--- src/rtl/evc_pkg.sv ---
package evc_pkg;
  localparam int CTRL_OFS = 0;
  localparam int CNT_BASE = 4;
  localparam int CNT_STEP = 2;
  localparam int RD_W     = 16;

  // next value of a counter that holds at its top value
  function automatic logic [31:0] sat_step(logic [31:0] v, logic [31:0] top);
    return (v == top) ? v : v + 32'd1;
  endfunction

  // a control write acts only when both low byte lanes are strobed
  function automatic logic covers_low(logic [3:0] be);
    return be[0] & be[1];
  endfunction

  function automatic int cnt_offset(int idx);
    return CNT_BASE + CNT_STEP * idx;
  endfunction
endpackage

--- src/rtl/evc_ctrl.sv ---
module evc_ctrl
  import evc_pkg::*;
#(
  parameter int ADDR_W = 8
) (
  input  logic              clk,
  input  logic              rst_n,
  input  logic              wr,
  input  logic [ADDR_W-1:0] addr,
  input  logic [1:0]        wbits,
  input  logic [3:0]        be,
  output logic              en_q,
  output logic              clr_acc,
  output logic              ctrl_acc,
  output logic [1:0]        ctrl_hold
);
  logic hit;
  logic part;

  assign hit      = wr && (addr == ADDR_W'(CTRL_OFS));
  assign ctrl_acc = hit && covers_low(be);
  assign part     = hit && be[0] && !be[1];
  // zeroing only when the start bit is not requested alongside
  assign clr_acc  = ctrl_acc && wbits[1] && !wbits[0];

  always_ff @(posedge clk) begin
    if (!rst_n) begin
      en_q      <= 1'b0;
      ctrl_hold <= 2'b00;
    end else begin
      if (ctrl_acc) begin
        if (wbits[0])      en_q <= 1'b1;
        else if (wbits[1]) en_q <= 1'b0;
      end
      if (ctrl_acc)  ctrl_hold <= 2'b00;
      else if (part) ctrl_hold <= wbits;
    end
  end
endmodule

--- src/rtl/evc_counter.sv ---
module evc_counter
  import evc_pkg::*;
#(
  parameter int CNT_W = 12
) (
  input  logic             clk,
  input  logic             rst_n,
  input  logic             clr,
  input  logic             inc,
  output logic [CNT_W-1:0] cnt
);
  localparam logic [31:0] TOP = 32'((64'd1 << CNT_W) - 64'd1);

  always_ff @(posedge clk) begin
    if (!rst_n)   cnt <= '0;
    else if (clr) cnt <= '0;
    else if (inc) cnt <= CNT_W'(sat_step(32'(cnt), TOP));
  end
endmodule

--- src/rtl/evc_rdmux.sv ---
module evc_rdmux
  import evc_pkg::*;
#(
  parameter int ADDR_W  = 8,
  parameter int NUM_CNT = 4,
  parameter int CNT_W   = 12
) (
  input  logic [ADDR_W-1:0]        addr,
  input  logic [1:0]               ctrl_hold,
  input  logic [NUM_CNT*CNT_W-1:0] cnt_flat,
  output logic [31:0]              rdata
);
  always_comb begin
    rdata = '0;
    if (addr == ADDR_W'(CTRL_OFS)) rdata = {30'b0, ctrl_hold};
    for (int i = 0; i < NUM_CNT; i++) begin
      if (addr == ADDR_W'(cnt_offset(i)))
        rdata = {{(32-RD_W){1'b0}}, RD_W'(cnt_flat[i*CNT_W +: CNT_W])};
    end
  end
endmodule

--- src/rtl/evc_bank.sv ---
module evc_bank
  import evc_pkg::*;
#(
  parameter int ADDR_W  = 8,
  parameter int NUM_CNT = 4,
  parameter int CNT_W   = 12
) (
  input  logic               clk,
  input  logic               rst_n,
  input  logic               reg_wr,
  input  logic [ADDR_W-1:0]  reg_addr,
  input  logic [31:0]        reg_wdata,
  input  logic [3:0]         reg_be,
  output logic [31:0]        reg_rdata,
  input  logic [NUM_CNT-1:0] events
);
  localparam int FLAT_W = NUM_CNT * CNT_W;

  logic              en_q;
  logic              clr_acc;
  logic              ctrl_acc;
  logic [1:0]        ctrl_hold;
  logic [FLAT_W-1:0] cnt_flat;
  logic [NUM_CNT-1:0] cnt_inc;
  logic              unused_bits;

  // reserved data bits and upper byte lanes carry no function
  assign unused_bits = ^{reg_wdata[31:2], reg_be[3:2]};

  evc_ctrl #(.ADDR_W(ADDR_W)) u_ctrl (
    .clk(clk), .rst_n(rst_n), .wr(reg_wr), .addr(reg_addr),
    .wbits(reg_wdata[1:0]), .be(reg_be), .en_q(en_q),
    .clr_acc(clr_acc), .ctrl_acc(ctrl_acc), .ctrl_hold(ctrl_hold)
  );

  for (genvar g = 0; g < NUM_CNT; g++) begin : g_cnt
    assign cnt_inc[g] = en_q && events[g];
    evc_counter #(.CNT_W(CNT_W)) u_cnt (
      .clk(clk), .rst_n(rst_n), .clr(clr_acc), .inc(cnt_inc[g]),
      .cnt(cnt_flat[g*CNT_W +: CNT_W])
    );
  end

  evc_rdmux #(.ADDR_W(ADDR_W), .NUM_CNT(NUM_CNT), .CNT_W(CNT_W)) u_rd (
    .addr(reg_addr), .ctrl_hold(ctrl_hold), .cnt_flat(cnt_flat),
    .rdata(reg_rdata)
  );
endmodule

--- config.mk ---
export PLATFORM = sky130hd
export DESIGN_NAME = evc_bank
export DESIGN_NICKNAME = d
export VERILOG_FILES = /design/src/rtl/evc_pkg.sv /design/src/rtl/evc_ctrl.sv /design/src/rtl/evc_counter.sv /design/src/rtl/evc_rdmux.sv /design/src/rtl/evc_bank.sv
export SDC_FILE = /design/constraint.sdc
export NUM_CORES = 1
export LEC_CHECK = 0
export BUFFER_PORTS_ARGS = -buffer_cell sky130_fd_sc_hd__buf_4
export CORE_AREA = 2 2 85 87
export CTS_CLUSTER_DIAMETER = 60
export DETAILED_ROUTE_END_ITERATION = 7
export DIE_AREA = 0 0 87 89
export MAX_ROUTING_LAYER = met4
export PLACE_DENSITY_LB_ADDON = 0.2
export SETUP_SLACK_MARGIN = 0.15
export SYNTH_ARGS = -nofsm -noshare
export SYNTH_HDL_FRONTEND = slang
export SYNTH_SLANG_ARGS = --single-unit
--- constraint.sdc ---
create_clock -name clk -period 1.6 [get_ports clk]
set_input_delay 0.16 -clock clk [delete_from_list [all_inputs] [get_ports clk]]
set_output_delay 0.16 -clock clk [all_outputs]
set_load 0.005 [all_outputs]
======== Word level (Yosys, flattened, before mapping) ========
Index checks and enable logic that the tools add are counted.
storage, ports and cells
  flip-flop bits (word level) ............. 51
  input bits .............................. 51
  output and inout bits ................... 32
  logic and storage cells ................. 52
cells by class
  add/sub/neg operators ................... 4
  eq/ne operators ......................... 8
  multiplexer cells ....................... 7
  bitwise operators ....................... 6
  reductions and logical operators ........ 21
operators by type and width
  kind                                           count
  adder 12 x 1 -> 12 bit, second input constant  4
  == test 12 bit, second input constant          4
  2-to-1 mux 12 bit                              4
  == test 8 x 3 -> 1 bit, second input constant  2
  == test 8 x 4 -> 1 bit, second input constant  2
  logical AND 1 bit                              10
  AND reduction 2 bit                            5
  logical NOT 8 bit                              1
  inverter 1 bit                                 5
  OR reduction 2 bit                             2
  logical NOT 1 bit                              2
  2-to-1 mux 1 bit                               2
  2-to-1 mux 2 bit                               1
  nonzero test 2 bit                             1
  AND 1 bit                                      1

======== Logic depth before layout (Yosys ltp) ========
  depth after elaboration ................. 6
  mapped depth ............................ 6

======== By module ========
From an unflattened synthesis, not the netlist that was laid out.
second synthesis, totals
  cell total of the unflattened synthesis .. 390
  area total of the unflattened synthesis .. 3348.2 um^2
modules (own cells, without submodules)
  module       instances  cells each  area an instance (um^2)  sequential area each (um^2)
  evc_counter  4          71          618.1                    240.2
  evc_rdmux    1          81          634.4                    0.0
  evc_ctrl     1          21          216.5                    60.1
  evc_bank     1          4           25.0                     0.0

======== Worst setup path after synthesis ========
OpenSTA, ideal clock, no wires.
  path kind ............................... reg2reg
  from .................................... register g_cnt[3].u_cnt.cnt[0]
  to ...................................... register g_cnt[3].u_cnt.cnt[4]
  setup time .............................. 0.070 ns
  arrival time ............................ 1.419 ns
  required time ........................... 1.530 ns
  slack ................................... 0.112 ns
  cell stages (with the launch flop) ...... 7
  buffers on the path ..................... 1
  period minus slack after synthesis ...... 1.488 ns
  cells stage by stage .................... dfxtp_1 > ha_1 > and4_1 > clkbuf_1 > nand2_1 > or3_1 > a21oi_1
between the ends
  word-level cells in the longest chain between the ends .. 3
RTL lines
  item                                                                            line               RTL
  start, declared                                                                 evc_counter.sv:10  output logic [CNT_W-1:0] cnt
  start signal, assigned                                                          evc_counter.sv:17  else if (inc) cnt <= CNT_W'(sat_step(32'(cnt), TOP));
  parallel branches: the longest is 3 deep, another holds adder 12 x 1 -> 12 bit  n/a
Parallel ways; which one is timed is not known.
A chain may end at the register's enable or synchronous reset.

======== Worst setup path after layout ========
  from .................................... register g_cnt[0].u_cnt.cnt[1]
  to ...................................... output reg_rdata[1]
between the ends
  word-level cells in the longest chain between the ends .. 4
RTL lines
  item                             line               RTL
  start, declared                  evc_counter.sv:10
  start signal, assigned           evc_counter.sv:17
  2-to-1 mux 12 bit (4 in series)  evc_rdmux.sv:17    if (addr == ADDR_W'(cnt_offset(i)))
  end, declared                    evc_bank.sv:14     output logic [31:0] reg_rdata,
Every way passes these cells.

==> run_results.csv <==
group,metric,value,unit
clocking,clk_latency,0.31,ns
floorplan,core,0.00672,mm2
final_layout,drive_gt1_share,45.9,%
global_route,antenna_found_initial,0,
drt,drtAntennaViolNets,0,
placed_design,placed_cell_area,0.00376,mm2
final_layout,n_antenna_cell,0,
setup_path,worstPathCellList,"buf_6 > mux2i_2 > o32ai_2 > a32oi_1 > nor2_1 > buf_4",
power,pwr_density_cell,486,mW/mm2
logic_synthesis,yosysTopAreaCellShare,31.8,%
min_path,min_to,"u_ctrl.en_q$_SDFFE_PN0P_",
clocking,cts_inserted_buffers,5,
logic_synthesis,yosys.area.top_type,"dfxtp_1",
floorplan,dieArea,0.00774,mm2
final_layout,final_net_count,543,
placed_design,place_congestion,0.814,
floorplan,io_pins,83,
setup_path,worstPathMaxFanout,3,
clocking,clk_path_buf_depth,2,
placed_design,dp_slack,-0.0862,ns
setup_path,rr_startpoint,"g_cnt[0].u_cnt.cnt[0]$_SDFFE_PP0P_",
global_route,grt_pass1_vias,3135,
sta,hold_violations,0,
drt,vias,3547,
logic_synthesis,yosysUniqueCellTypes,57,
setup_path,worstPathArrival,1.48,ns
power,pwr-share-seq,55.1,%
drt,first_pass_iters,5,
drt,drtIter0Drc,189,
min_path,hold_start,"reg_wdata[0]",
floorplan,die_h,89,um
setup_path,worst_r2r_endpoint,"g_cnt[0].u_cnt.cnt[9]$_SDFFE_PP0P_",
logic_synthesis,synth_top_cells_by_area,"dfxtp_1 32%, buf_4 5.1%, a211oi_1 4.4%",
power,switching_power,574,uW
setup_path,critPathKind,"reg2out",
logic_synthesis,yosys_register_bits,51,
sta,setup_viol,2,
logic_synthesis,async_flop_share,0,%
drt,wl_per_cell,17.9,um
logic_synthesis,yosysWarningCount,0,
placed_design,dp_hpwl,6140,um
sta,fin_skew,0.00340,ns
setup_path,cp-start-kind,"flip-flop",
clocking,cts_hold_buf,0,
setup_path,ff2ff_setup_slack,0.06,ns
global_route,grt-ovfl-total,0,
sta,tns,-0.0725,ns
setup_path,crit_slowest_cell,"dfxtp_2",
sta,finalMaxSlewViolations,0,
min_path,hold_class,"in2reg",
logic_synthesis,syn_area_per_cell,8.30,um2
flow_run,maxCapViolations,0,
clocking,cts_tree,"done",
setup_path,r2r_cells,6,
setup_path,required,1.44,ns
global_route,grt_pass1_wl,15000,um
power,power.share.switching,25.6,%
power,leakage,1.76,nW
setup_path,slowest_delay,0.34,ns
power,p_int,1.67,mW
min_path,holdPathStages,3,
setup_path,end_kind,"output pin",
clocking,root_buffer,"clkbuf_8",
sta,timing.final.crit_period,1.64,ns
sta,max_clock_freq,611,MHz
logic_synthesis,yosysMostFrequentCell,"dfxtp_1",
floorplan,initial_core_util,47.8,%
drt,drt_drc_violations_left,0,
sta,fin_ws,-0.0373,ns
power,clkPwrFrac,35.1,%
status,violations,"negative setup slack",
logic_synthesis,synth_edf_count,0,
floorplan,num_rows,30,
drt,via_per_inst,6.24,
clocking,htree_levels,2,
sta,rsz0062_at_grt,"yes",
power,ir_worst_vdd,0.259,mV
logic_synthesis,netlist_area,0.00321,mm2
final_layout,areaGrowthSynthToFinish,44.0,%
logic_synthesis,syn-instance-count,387,
global_route,grt.total_usage,24.9,%
clocking,cts.clk_slew.worst_paths,0.09,ns
floorplan,die_x,87,um
logic_synthesis,synth_commonest_cells,"51 x dfxtp_1, 31 x nor2_1, 28 x nand2_1",
status,outcome,"finished with violations",
placed_design,io_buffers,30,
logic_synthesis,synth_ff_type,"dfxtp_1",
drt,routed_wirelength,10200,um
final_layout,design_area,0.00462,mm2
final_layout,final_core_util,68.8,%
clocking,cts.sinks,51,
power,combPwrFrac,9.8,%
global_route,grt_start_max_net_pins,49,
sta,fin_crit_sh,102,%
logic_synthesis,seq_area_frac_synth,31.8,%
[per-stage QoR]
step / std cells / total power [mW] / hold slack [ns]
floorplan: 406 / 1.42 / 0.309
global placement: 527 / 1.46 / 0.448
detailed placement: 527 / 1.47 / 0.458
CTS: 552 / 2.24 / 0.127
global route: 568 / 2.32 / 0.149
finish: 568 / 2.25 / 0.133
[critical path, delay by kind of cell, from the launching register on]
kind | cells | cell delay (ns)
DFF | 1 | 0.34
AOI/OAI and AO/OA | 2 | 0.32
buffers and inverters | 2 | 0.25
muxes | 1 | 0.16
and+or+nand+nor | 1 | 0.10
[cell usage in the layout, fill, tap and decap left out, drive strengths merged, types with 4 or more instances in the layout]
cell type	Yosys	layout
nand4	11	11
nor3	21	21
a21oi	22	22
and4	13	13
a22oi	8	8
o21ai	16	16
buf	35	115
nor2	31	31
and2	5	5
mux2i	8	8
clkbuf	6	7
ha	4	4
conb	1	20
nor2b	4	4
a31oi	5	5
o31ai	6	6
a211oi	19	19
dfxtp	51	51
nor4	5	5
a221oi	8	8
or4	4	4
a41oi	6	6
nand2	28	28
or3	9	9
inv	6	6
nand3	18	18
[power groups by stage]
stage | combinational [mW] | sequential, mW | clock (mW)
after floorplan | 0.126 | 1.30 | 0
after global placement | 0.165 | 1.30 | 0
after detailed placement | 0.168 | 1.30 | 0
after CTS | 0.185 | 1.26 | 0.793
after global routing | 0.235 | 1.24 | 0.842
final | 0.221 | 1.24 | 0.788
[per-layer routing]
layer / wire length (um) / track usage, % / up-vias / part of all wire (%)
met1: 4380 / 31.5 / 1701 / 43
met4: 252 / 7.10 / 0 / 2.5
met3: 581 / 3.14 / 25 / 5.7
met2: 4970 / 41.6 / 157 / 49
met5: 0 / - / - / 0
li1: - / - / 1664 / -
[layout make-up]
class / count / area (um2)
Clock inverter: 1 / 5.00
Timing Repair Buffer: 116 / 1010
Tap cell: 80 / 100
Multi-Input combinational cell: 308 / 2300
Inverter: 6 / 22.5
Fill cell: 516 / 2100
Sequential cell: 51 / 1110
Clock buffer: 6 / 82.6
[cell families (layout without fill, tap and decap cells)]
family / Yosys count / count (layout) / synth area share, %
and+or+nand+nor: 164 / 164 / 30.2
AOI/OAI and AO/OA: 109 / 109 / 24.0
DFF: 51 / 51 / 31.8
buffers and inverters: 47 / 129 / 8.92
muxes: 8 / 8 / 2.49
adders and majority gates: 4 / 4 / 1.56
xor gates and xnor gates: 3 / 3 / 0.819
other: 1 / 20 / 0.117
[what timing repair did]
item / 4_1_cts / 5_1_grt
gates resized for setup: 71 / 74
pin swaps: 29 / 32
gates cloned: 1 / 3
setup endpoints to repair: 40 / 48
setup buffers: 17 / 13
[flip-flops by register name, summed over array words and instances, names as in the netlist]
signal / count
g_cnt.u_cnt.cnt: 48
u_ctrl.en_q: 1
u_ctrl.ctrl_hold: 2
[how the worst max path moves through the flow]
stage                                       start                                 end  cells after the start
3_3_place_gp   g_cnt[0].u_cnt.cnt[0]$_SDFFE_PP0P_  g_cnt[0].u_cnt.cnt[9]$_SDFFE_PP0P_                      6
2_1_floorplan  g_cnt[3].u_cnt.cnt[4]$_SDFFE_PP0P_  g_cnt[3].u_cnt.cnt[9]$_SDFFE_PP0P_                      5
6_report       g_cnt[0].u_cnt.cnt[1]$_SDFFE_PP0P_                        reg_rdata[1]                      6
5_1_grt        g_cnt[0].u_cnt.cnt[0]$_SDFFE_PP0P_                        reg_rdata[0]                      6
3_5_place_dp                          reg_addr[4]                        reg_rdata[4]                      6
4_1_cts        g_cnt[2].u_cnt.cnt[2]$_SDFFE_PP0P_                        reg_rdata[2]                      5
No activity file was read; power rests on OpenSTA's default activity.
